`config.mk`:
```
export PLATFORM = sky130hd
export DESIGN_NAME = atten_ser_ctrl
export DESIGN_NICKNAME = d
export VERILOG_FILES = /design/src/rtl/atten_ser_pkg.sv /design/src/rtl/atten_ser_timer.sv /design/src/rtl/atten_ser_shifter.sv /design/src/rtl/atten_ser_ctrl.sv
export SDC_FILE = /design/constraint.sdc
export NUM_CORES = 1
export LEC_CHECK = 0
export BUFFER_PORTS_ARGS = -buffer_cell sky130_fd_sc_hd__buf_2
export CAP_MARGIN = 20
export CORE_MARGIN = 1
export CORE_UTILIZATION = 40
export DETAILED_ROUTE_END_ITERATION = 6
export MAX_ROUTING_LAYER = met4
export PLACE_DENSITY = 0.6
export SYNTH_ARGS = -nofsm -noshare
export SYNTH_HDL_FRONTEND = slang
export SYNTH_SLANG_ARGS = --single-unit
```
`constraint.sdc`:
```
create_clock -name clk -period 2 [get_ports clk]
set_clock_uncertainty 0.2 [all_clocks]
set_input_delay 0.4 -clock clk [delete_from_list [all_inputs] [get_ports clk]]
set_output_delay 0.4 -clock clk [all_outputs]
set_load 0.02 [all_outputs]
```
`src/rtl/atten_ser_pkg.sv`:
```
package atten_ser_pkg;

  // sequencer phases of one attenuation update
  typedef enum logic [2:0] {
    ST_IDLE  = 3'd0,  // waiting for a request
    ST_SETUP = 3'd1,  // clock low, data presented ahead of the rising edge
    ST_HIGH  = 3'd2,  // clock high, attenuator samples data
    ST_HOLD  = 3'd3,  // clock low, previous bit kept after the falling edge
    ST_LESU  = 3'd4,  // clock low after last bit, strobe still low
    ST_LEHI  = 3'd5   // strobe high
  } seq_state_t;

endpackage

```
`src/rtl/atten_ser_timer.sv`:
```
module atten_ser_timer #(
  parameter int CNT_W = 4
) (
  input  logic             clk,
  input  logic             rst,
  input  logic             load,
  input  logic [CNT_W-1:0] load_val,
  output logic             expired
);

  logic [CNT_W-1:0] cnt_q;

  always_ff @(posedge clk) begin
    if (rst) begin
      cnt_q <= '0;
    end else if (load) begin
      cnt_q <= load_val;
    end else if (cnt_q != '0) begin
      cnt_q <= cnt_q - 1'b1;
    end
  end

  assign expired = (cnt_q == '0);

endmodule

```
`src/rtl/atten_ser_shifter.sv`:
```
module atten_ser_shifter #(
  parameter int WORD_W = 6
) (
  input  logic              clk,
  input  logic              rst,
  input  logic              load,
  input  logic [WORD_W-1:0] load_word,
  input  logic              shift,
  output logic              msb
);

  logic [WORD_W-1:0] sr_q;

  // one flop per stage; stage 0 refills with zero on a shift
  for (genvar g = 0; g < WORD_W; g++) begin : g_stage
    logic nxt;
    if (g == 0) begin : g_first
      assign nxt = 1'b0;
    end else begin : g_chain
      assign nxt = sr_q[g-1];
    end
    always_ff @(posedge clk) begin
      if (rst) begin
        sr_q[g] <= 1'b0;
      end else if (load) begin
        sr_q[g] <= load_word[g];
      end else if (shift) begin
        sr_q[g] <= nxt;
      end
    end
  end

  assign msb = sr_q[WORD_W-1];

endmodule

```
`src/rtl/atten_ser_ctrl.sv`:
```
module atten_ser_ctrl
  import atten_ser_pkg::*;
#(
  parameter int ATT_W          = 5,
  parameter int CLK_HI_CYC     = 3,
  parameter int DAT_SETUP_CYC  = 2,
  parameter int DAT_HOLD_CYC   = 1,
  parameter int LE_SETUP_CYC   = 2,
  parameter int LE_PULSE_CYC   = 2,
  parameter int UPDATE_GAP_CYC = 2000
) (
  input  logic             clk,
  input  logic             rst,
  input  logic             req_valid,
  input  logic [ATT_W-1:0] req_att,
  output logic             req_ready,
  output logic             busy,
  output logic             done,
  output logic             ser_clk,
  output logic             ser_dat,
  output logic             ser_le
);

  localparam int FRAME_W = ATT_W + 1;
  localparam int BIT_W   = (FRAME_W > 2) ? $clog2(FRAME_W) : 1;
  localparam int PH_M1   = (CLK_HI_CYC > DAT_SETUP_CYC) ? CLK_HI_CYC : DAT_SETUP_CYC;
  localparam int PH_M2   = (DAT_HOLD_CYC > LE_SETUP_CYC) ? DAT_HOLD_CYC : LE_SETUP_CYC;
  localparam int PH_M3   = (PH_M1 > PH_M2) ? PH_M1 : PH_M2;
  localparam int PH_MAX  = (PH_M3 > LE_PULSE_CYC) ? PH_M3 : LE_PULSE_CYC;
  localparam int PH_W    = $clog2(PH_MAX + 1);
  localparam int GAP_W   = $clog2(UPDATE_GAP_CYC + 1);

  localparam logic [PH_W-1:0]  LD_SETUP = PH_W'(DAT_SETUP_CYC - 1);
  localparam logic [PH_W-1:0]  LD_HIGH  = PH_W'(CLK_HI_CYC - 1);
  localparam logic [PH_W-1:0]  LD_HOLD  = PH_W'(DAT_HOLD_CYC - 1);
  localparam logic [PH_W-1:0]  LD_LESU  = PH_W'(LE_SETUP_CYC - 1);
  localparam logic [PH_W-1:0]  LD_LEHI  = PH_W'(LE_PULSE_CYC - 1);
  localparam logic [GAP_W-1:0] LD_GAP   = GAP_W'(UPDATE_GAP_CYC);
  localparam logic [BIT_W-1:0] LAST_IDX = BIT_W'(FRAME_W - 1);

  seq_state_t       state_q;
  logic [BIT_W-1:0] bits_left_q;
  logic             clk_q, le_q, done_q;
  logic             ph_load, ph_exp;
  logic [PH_W-1:0]  ph_val;
  logic             gap_load, gap_exp;
  logic             accept, shift, last_bit;

  assign accept   = req_valid && req_ready;
  assign last_bit = (bits_left_q == '0);
  assign shift    = (state_q == ST_HOLD) && ph_exp;
  assign gap_load = (state_q == ST_LEHI) && ph_exp;

  // phase length selection: each phase timer load sets the length of the next phase
  always_comb begin
    ph_load = 1'b0;
    ph_val  = LD_SETUP;
    case (state_q)
      ST_IDLE:  if (accept) begin ph_load = 1'b1; ph_val = LD_SETUP; end
      ST_SETUP: if (ph_exp) begin ph_load = 1'b1; ph_val = LD_HIGH;  end
      ST_HIGH:  if (ph_exp) begin ph_load = 1'b1; ph_val = last_bit ? LD_LESU : LD_HOLD; end
      ST_HOLD:  if (ph_exp) begin ph_load = 1'b1; ph_val = LD_SETUP; end
      ST_LESU:  if (ph_exp) begin ph_load = 1'b1; ph_val = LD_LEHI;  end
      default:  ;
    endcase
  end

  always_ff @(posedge clk) begin
    if (rst) begin
      state_q     <= ST_IDLE;
      bits_left_q <= '0;
      clk_q       <= 1'b0;
      le_q        <= 1'b0;
      done_q      <= 1'b0;
    end else begin
      done_q <= 1'b0;
      case (state_q)
        ST_IDLE: begin
          if (accept) begin
            state_q     <= ST_SETUP;
            bits_left_q <= LAST_IDX;
          end
        end
        ST_SETUP: begin
          if (ph_exp) begin
            state_q <= ST_HIGH;
            clk_q   <= 1'b1;
          end
        end
        ST_HIGH: begin
          if (ph_exp) begin
            clk_q   <= 1'b0;
            state_q <= last_bit ? ST_LESU : ST_HOLD;
          end
        end
        ST_HOLD: begin
          if (ph_exp) begin
            state_q     <= ST_SETUP;
            bits_left_q <= bits_left_q - 1'b1;
          end
        end
        ST_LESU: begin
          if (ph_exp) begin
            state_q <= ST_LEHI;
            le_q    <= 1'b1;
          end
        end
        ST_LEHI: begin
          if (ph_exp) begin
            state_q <= ST_IDLE;
            le_q    <= 1'b0;
            done_q  <= 1'b1;
          end
        end
        default: state_q <= ST_IDLE;
      endcase
    end
  end

  atten_ser_timer #(.CNT_W(PH_W)) u_phase_tmr (
    .clk      (clk),
    .rst      (rst),
    .load     (ph_load),
    .load_val (ph_val),
    .expired  (ph_exp)
  );

  atten_ser_timer #(.CNT_W(GAP_W)) u_gap_tmr (
    .clk      (clk),
    .rst      (rst),
    .load     (gap_load),
    .load_val (LD_GAP),
    .expired  (gap_exp)
  );

  atten_ser_shifter #(.WORD_W(FRAME_W)) u_shifter (
    .clk       (clk),
    .rst       (rst),
    .load      (accept),
    .load_word ({1'b0, req_att}),
    .shift     (shift),
    .msb       (ser_dat)
  );

  assign req_ready = (state_q == ST_IDLE) && gap_exp;
  assign busy      = (state_q != ST_IDLE);
  assign done      = done_q;
  assign ser_clk   = clk_q;
  assign ser_le    = le_q;

endmodule

```
== Word level (Yosys, flattened, before mapping) ==
Cells that the tools add are included.
W data, S select, Z words.
Storage, ports and cells
  register bits after elaboration: 28
  logic and storage cells: 90
Operators by class
  $add $sub $neg: 3
  eq/ne operators: 11
  multiplexer cells: 36
  bitwise operators: 1
  reduce and logical (&&, ||, !) cells: 25
Operator list (number)
  $mux W3: 9
  $mux W11: 2
  $pmux W3 S6: 1
  $mux W1: 16
  $reduce_bool A2 Y1: 7
  $ne A2 B2 Y1 const B: 6
  $logic_not A11 Y1: 1
  $reduce_bool A11 Y1: 1
  $sub A11 B1 Y11 const B: 1
  $reduce_and A3 Y1: 3
  $eq A3 B2 Y1 const B: 2
  $eq A3 B3 Y1 const B: 2
  $logic_not A3 Y1: 2
  $mux W2: 3
  $pmux W1 S2: 3
  $pmux W3 S2: 1
  $reduce_and A6 Y1: 1
  $reduce_or A2 Y1: 3
  $logic_and A1 B1 Y1: 4
  $pmux W2 S2: 1
  $reduce_or A4 Y1: 1
  $eq A3 B1 Y1 const B: 1
  $reduce_bool A3 Y1: 1
  $sub A3 B1 Y3 const B: 1
  3 further kinds: 3

== Longest topological paths before layout ==
Gate-level depths: netlist (run 1).
  depth after elaboration: 6
  mapped depth: 8

== Hierarchy ==
Synthesis (run 1) repeated with hierarchy kept, for this count alone.
Unflattened totals
  cell total of the unflattened synthesis: 183
  area total of the unflattened synthesis: 1642.8 µm²
Modules (own cells, without submodules)
  atten_ser_timer at u_gap_tmr: instances 1, cells each 72, area each 626.9 µm², seq. area each 220.2 µm²
  atten_ser_ctrl: instances 1, cells each 73, area each 623.1 µm², seq. area each 180.2 µm²
  atten_ser_shifter: instances 1, cells each 26, area each 271.5 µm², seq. area each 120.1 µm²
  atten_ser_timer at u_phase_tmr: instances 1, cells each 12, area each 121.4 µm², seq. area each 40.0 µm²

== Worst setup path before layout (run 1) ==
Ideal clock, no wire load.
  path type: reg2out
  from: reg u_gap_tmr.cnt_q[0]
  to: out req_ready
  arrival: 1.394 ns
  data required time: 1.400 ns
  setup slack: 0.006 ns
  cell stages (with the launch flop): 6
  buffers on the path: 0
  cell sequence: dfxtp_1 inv_1 ha_1 nor4b_2 nand3_1 nor2_1
Between the ends
  word-level cells in the longest chain between the ends: 2
RTL lines
  start: declaration: line atten_ser_timer.sv:11  | logic [CNT_W-1:0] cnt_q;
  start signal: assignment: line atten_ser_timer.sv:17  | cnt_q <= load_val;
  start signal: assignment: line atten_ser_timer.sv:19  | cnt_q <= cnt_q - 1'b1;
  $logic_not A11 Y1: line atten_ser_timer.sv:23  | assign expired = (cnt_q == '0);
  $logic_and A1 B1 Y1: line atten_ser_ctrl.sv:145  | assign req_ready = (state_q == ST_IDLE) && gap_exp;
  end: declaration: line atten_ser_ctrl.sv:16  | output logic req_ready,
No other way between the ends.

== Worst setup path in the final report (run 1) ==
  from: reg u_gap_tmr.cnt_q[1]
  to: out req_ready
Same word-level chain as after synthesis.

==> impl_results.md, run 1 <==
* Post-Syn Area at 0.00146 mm^2
* Post-DR wirelength/cell at 13.2 um
* Post-layout util at 53.7%
* CTS Buf Count at 3
* Ranking of synthesized cells by area: dfxtp_1 (39%), a21oi_1 (6.2%), nor2_1 (5.7%), mux2i_1 (4.8%), ha_1 (4.3%)
* Htree depth at 1
* Mux share of post-synthesis cell area at 4.82%
* Clk sinks at 28
* Crit. End Element: output pin
* Prevailing post-synth register cell: dfxtp_1
* Post-synth EDFFs at 0
* Post-route cell area at 0.00183 mm^2
* Largest net degree at the start of global routing at 26
* Fin cells at 246
* GPL Wtd Cong at 0.789
* Post-synthesis register bit count at 28
* Crit Path Category: reg2out
* # diodes at 0
* Most frequent cell after synthesis: dfxtp_1
* P_leak at 0.739 nW
* Max Fclk at 475 MHz
* Sequential area share after synthesis at 38.5%
* Sequential power share at 29.6%
* Post-Synth Simple-Gate Area at 26.5%
* Setup Viol. Count Final at 2
* Fin worst setup slack at -0.106 ns
* Critical path arrival at 1.51 ns
* HP Class: in2reg
* Rows at 21
* Xor/xnor cell area share of the yosys netlist at 2.41%
* Initial core utilization at 42.6%
* Die Y-Extent at 62.3 um
* Initial antenna violation count at 0
* Placed insts at 238
* Tot GR Track Use at 18.7%
* WL final at 3250 um
* TritonCTS clock tree: done
* DR iter-0 viols at 64
* Vias in the first global route at 1223
* Placed Area at 0.00164 mm^2
* WHS at 0.0846 ns
* Layout area overhead at 26.1%
* Top-area cell type share of the netlist area at 38.5%
* RSZ-0062 raised after global routing: yes
* Final Critical Period at 2.11 ns
* R2r setup slk at -0.05 ns
* Clock network fraction of total power at 12.3%
* Pre-CTS setup slack at -0.0148 ns
* Yosys warning total at 0
* Max-slew violation count at 0
* Slew @ Worst Pin at 0.497 ns
* Net switching power at 0.00123 W
* Slew headroom at 66.4%
* Critical-path maximum fanout at 2
* Filler cell count at 332
* Synth top cells by count: dfxtp_1 (28), nor2_1 (22), a21oi_1 (18), inv_1 (10), nand2b_1 (8)
* Peak VDD IR at 0.000707 V
* Post-synthesis cell count at 174
* Port Buf Inserts at 13
* Critical Path Start Type: flip-flop
* Pwr Density at 1690 mW/mm^2
* Cell-internal power at 0.00187 W
* DR vias at 1294
* DP HPWL at 2280 um
* Max_cap viols at 0
* Logic pwr share at 58.1%
* Critical Path RT at 1.40 ns
* Drt pass-1 iters at 4
* Post-route ant nets at 0
* I/O pins at 14
* Final Hold Fails at 0
* Core Area at 0.00342 mm^2
* GRT overflow at 0
* Mapped Nets at 187
* Width of the chip at 62.3 um
* Count of cell types in the netlist at 38
* Area leader, netlist: dfxtp_1
* Synth async-reset ratio at 0%
* Largest family of logic cells by synthesized area: simple AND/OR/NAND/NOR gates
* Vias per std cell at 5.26
* Die Area at 0.00388 mm^2
* Status: complete, but fails checks
* Drt drc at 0
* Post-synthesis adder-cell area fraction at 4.30%
* Final worst-path cycle share at 105%
* Fraction of layout cells with a size suffix above 1 at 33.0%
* Clock latency on the worst-skew pair at 0.35 ns
* Clk slew on worst S/H paths at 0.16 ns
* Sw Share at 39.6%
* Clock Tree Buf Depth at 2
* Root Driver: clkbuf_4
* Nets at 214
* Compound-Gate Fraction of Synth Area at 17.8%
* First-pass GRT wire length at 5620 um
* Violated checks: negative setup slack
* Syn Area/Cell at 8.36 um^2
==> area by class of cell <==
cell class / instances / area (um^2) / share of cell area, %
timing repair buffer: 31 / 218 / 11.9
clock inverter: 1 / 30.0 / 1.64
clock buffer: 3 / 22.5 / 1.23
sequential: 28 / 573 / 31.2
tap: 46 / 57.6 / 3.14
multi-input combinational: 127 / 896 / 48.8
inverter: 10 / 37.5 / 2.05
==> worst max-delay path, stage by stage, from the launching register on <==
cell	delay, ns
dfxtp_2	0.35
inv_2	0.08
ha_4	0.13
nor4b_4	0.23
nand3_2	0.14
nor2_2	0.11
buf_6	0.12
==> worst paths after layout <==
kind                              startpoint                                    end  depth (start not counted)
max          u_gap_tmr.cnt_q[1]$_SDFFE_PP0P_                              req_ready                          6
max reg2reg  u_gap_tmr.cnt_q[1]$_SDFFE_PP0P_       u_gap_tmr.cnt_q[10]$_SDFFE_PP0P_                          6
min reg2reg      bits_left_q[1]$_SDFFE_PP0P_            bits_left_q[1]$_SDFFE_PP0P_                          2
min                               req_att[0]  u_shifter.g_stage[1].nxt$_SDFFE_PP0P_                          3
==> timing repair <==
item / 4_1_cts / 5_1_grt
cloned: 0 / 0
hold buffers: 0 / 0
pin swaps: 4 / 4
buffers inserted: 3 / 1
resized for setup: 20 / 12
endpoints found under the setup margin: 5 / 5
==> layer usage <==
layer	vias up	part of all wire [%]	GRT usage, %	wire, um
met2	18	47	29.3	1520
li1	668	-	-	-
met5	-	0	-	0
met3	5	2.7	2.94	88
met4	0	2.0	7.85	65
met1	603	48	23.9	1570
==> power groups by stage <==
stage / logic (W) / registers, W / clock network [W]
after floorplan: 0.00101 / 0.000877 / 0
after global placement: 0.00143 / 0.000883 / 0
after detailed placement: 0.00148 / 0.000894 / 0
after CTS: 0.00165 / 0.000914 / 0.000393
after global routing: 0.00198 / 0.000944 / 0.000412
final: 0.00180 / 0.000918 / 0.000381
==> cell usage in the layout (no fill, tap or decap), drive strengths merged, types with 2 or more instances in the layout <==
| master | count |
|---|---|
| nor2 | 22 |
| nand3 | 5 |
| dfxtp | 28 |
| nand2 | 5 |
| inv | 10 |
| ha | 5 |
| a21oi | 18 |
| a31oi | 3 |
| nor3 | 7 |
| o31ai | 2 |
| xnor2 | 4 |
| mux2i | 7 |
| and4 | 2 |
| or3 | 2 |
| or4 | 3 |
| nor4b | 3 |
| nand2b | 8 |
| clkbuf | 3 |
| nand3b | 2 |
| a211oi | 7 |
| or2 | 4 |
| o21ai | 7 |
| o21bai | 2 |
| buf | 31 |
==> cells by family (layout without fill, tap and decap cells) <==
| logic type | Yosys count | after routing |
|---|---|---|
| adder cells (fa/ha/maj) | 5 | 5 |
| flip-flops | 28 | 28 |
| multiplexers | 7 | 7 |
| AO/OA/AOI/OAI | 43 | 43 |
| AND/OR/NAND/NOR | 68 | 68 |
| buffers and inverters | 19 | 45 |
| XOR/XNOR | 4 | 4 |
==> registers in the layout, summed over array words and instances (netlist names) <==
register and flops:
u_gap_tmr.cnt_q 11, u_shifter.g_stage.nxt 5, bits_left_q 3, state_q 3, u_phase_tmr.cnt_q 2, done 1
ser_clk 1, ser_le 1, u_shifter.msb 1
==> stage by stage <==
stage	total power [W]	TNS [ns]
2_1_floorplan	0.00188	0
4_1_cts	0.00296	-0.169
5_1_grt	0.00334	-0.433
3_5_place_dp	0.00237	-0.0302
6_report	0.00310	-0.155
3_3_place_gp	0.00232	0
(Power assumes the default switching activity.)
==> run 2, diff against run 1 <==
- TNS_END_PERCENT: unset -> 1
==> run 2 against run 1 <==
Highest routed layer unchanged. Critical path type unchanged. The run still ends with negative setup slack left. Hold slack worse by 0.0024 ns. Critical path depth unchanged. Design area down 0.82%. Via count up 0.54%.
==> impl_results.md, run 2 (synthesis gave the netlist of run 1 again) <==
* Vias per std cell at 5.29 (was 5.26)
* Fin worst setup slack at -0.104 ns (was -0.106 ns)
* Net switching power at 0.00121 W (was 0.00123 W)
* Initial core utilization at 42.6% (unchanged)
* HP Class: in2reg (unchanged)
* Sequential power share at 29.9% (was 29.6%)
* Most frequent cells in the layout: nor2_1 (21), dfxtp_1 (20), a21oi_1 (17) (was dfxtp_1 (20), nor2_1 (19), a21oi_1 (17))
* Number of flip-flops under the largest register name at 11 (unchanged)
* Register bank with the most flops: u_gap_tmr.cnt_q (unchanged)
* Final worst-path cycle share at 105% (about the same)
* Max-slew violation count at 0 (unchanged)
* Drt pass-1 iters at 4 (unchanged)
* CTS Buf Count at 3 (unchanged)
* Status: complete, but fails checks (unchanged)
* R2r setup slk at -0.05 ns (about the same)
* Tot GR Track Use at 18.7% (unchanged)
* Post-route ant nets at 0 (unchanged)
* Critical Path RT at 1.40 ns (about the same)
* Clk slew on worst S/H paths at 0.16 ns (about the same)
* Critical Path Start Type: flip-flop (unchanged)
* Nets at 214 (unchanged)
* Final Hold Fails at 0 (unchanged)
* Clock latency on the worst-skew pair at 0.35 ns (about the same)
* Pwr Density at 1680 mW/mm^2 (was 1690 mW/mm^2)
* Clock network fraction of total power at 12.5% (was 12.3%)
* Final Critical Period at 2.10 ns (was 2.11 ns)
* Crit. End Element: output pin (unchanged)
* Cell-internal power at 0.00186 W (was 0.00187 W)
* Rows at 21 (unchanged)
* Layout area overhead at 25.0% (was 26.1%)
* Post-route cell area at 0.00182 mm^2 (was 0.00183 mm^2)
* Vias in the first global route at 1223 (unchanged)
* Critical path arrival at 1.50 ns (was 1.51 ns)
* Die Area at 0.00388 mm^2 (unchanged)
* Setup Viol. Count Final at 2 (unchanged)
* Max Fclk at 475 MHz (about the same)
* Sw Share at 39.4% (was 39.6%)
* Crit path largest cell delay at 0.35 ns (about the same)
* Die Y-Extent at 62.3 um (unchanged)
* Max_cap viols at 0 (unchanged)
* Fraction of layout cells with a size suffix above 1 at 32.0% (was 33.0%)
* # diodes at 0 (unchanged)
* GPL Wtd Cong at 0.789 (unchanged)
* P_leak at 0.738 nW (was 0.739 nW)
* Placed Area at 0.00164 mm^2 (unchanged)
* DR vias at 1301 (was 1294)
* Root Driver: clkbuf_4 (unchanged)
* Width of the chip at 62.3 um (unchanged)
* DR iter-0 viols at 47 (was 64)
* Peak VDD IR at 0.000707 V (about the same)
* Most common cell after layout, fill and taps aside: nor2_1 (was dfxtp_1)
* I/O pins at 14 (unchanged)
* Slew headroom at 67.4% (was 66.4%)
* GRT overflow at 0 (unchanged)
* CTS Hold Bufs at 0 (unchanged)
* Drt drc at 0 (unchanged)
* First-pass GRT wire length at 5620 um (unchanged)
* Clock Tree Buf Depth at 2 (unchanged)
* Logic pwr share at 57.6% (was 58.1%)
* TritonCTS clock tree: done (unchanged)
* Largest net degree at the start of global routing at 26 (unchanged)
* Slew @ Worst Pin at 0.482 ns (was 0.497 ns)
* Port Buf Inserts at 13 (unchanged)
* Initial antenna violation count at 0 (unchanged)
* Post-DR wirelength/cell at 13.3 um (was 13.2 um)
* Clk sinks at 28 (unchanged)
* WL final at 3270 um (was 3250 um)
* DP HPWL at 2280 um (unchanged)
* RSZ-0062 raised after global routing: yes (unchanged)
* WHS at 0.0822 ns (was 0.0846 ns)
* Core Area at 0.00342 mm^2 (unchanged)
* CP Cell Sequence: inv_2, ha_4, nor4b_4, nand3_2, nor2_2, buf_6 (unchanged)
* Slowest-stage cell, CP: dfxtp_2 (unchanged)
* Setup TNS at -0.152 ns (was -0.155 ns)
* Crit Path Category: reg2out (unchanged)
* Critical-path maximum fanout at 2 (unchanged)
* Htree depth at 1 (unchanged)
* Violated checks: negative setup slack (unchanged)
* Pwr Total at 0.00306 W (was 0.00310 W)
## run 2: power groups by stage
stage / Sequential (W) / Clock, W / Combinational [W]
after detailed placement: 0.000894 / 0 / 0.00148
final: 0.000917 / 0.000383 / 0.00176
after floorplan: 0.000877 / 0 / 0.00101
after CTS: 0.000914 / 0.000393 / 0.00165
after global routing: 0.000942 / 0.000412 / 0.00194
after global placement: 0.000883 / 0 / 0.00143
## run 2: area by class of cell
type | instances | area [um^2]
clock buffer | 3 | 22.5
multi-input combinational | 127 | 883
tap | 46 | 57.6
inverter | 10 | 37.5
fill | 334 | 1600
timing repair buffer | 31 | 218
sequential | 28 | 571
clock inverter | 1 | 30.0
## run 2: critical path, delay by kind of cell, from the launching register on
family / cells / cell delay [ns]
AND/OR/NAND/NOR: 3 / 0.48
buffers and inverters: 2 / 0.20
adder cells (fa/ha/maj): 1 / 0.14
flip-flops: 1 / 0.35
## run 2: layer usage
layer	up-vias	track usage, %	routed length [um]
met5	-	-	0
met4	0	7.85	65
met3	5	2.94	84
met2	19	29.3	1500
met1	609	23.9	1620
li1	668	-	-
## run 2: worst paths after layout
check        cells past startpoint                                    end                             from
min reg2reg                      2            bits_left_q[1]$_SDFFE_PP0P_      bits_left_q[1]$_SDFFE_PP0P_
max                              6                              req_ready  u_gap_tmr.cnt_q[1]$_SDFFE_PP0P_
max reg2reg                      6       u_gap_tmr.cnt_q[10]$_SDFFE_PP0P_  u_gap_tmr.cnt_q[1]$_SDFFE_PP0P_
min                              3  u_shifter.g_stage[1].nxt$_SDFFE_PP0P_                       req_att[0]
## run 2: stage by stage
step	util [%]	worst slack (ns)	instances
2_1_floorplan	-	0.00556	174
3_3_place_gp	47.9	0.0219	238
5_1_grt	53.3	-0.197	246
6_report	53.3	-0.104	246
3_5_place_dp	47.9	-0.0148	238
4_1_cts	52.1	-0.131	245
## run 2: timing repair
item / 4_1_cts / 5_1_grt
setup buffers: 3 / 1
gates cloned: 0 / 0
resized for setup: 20 / 8
endpoints found under the setup margin: 5 / 5
pin swaps: 4 / 4
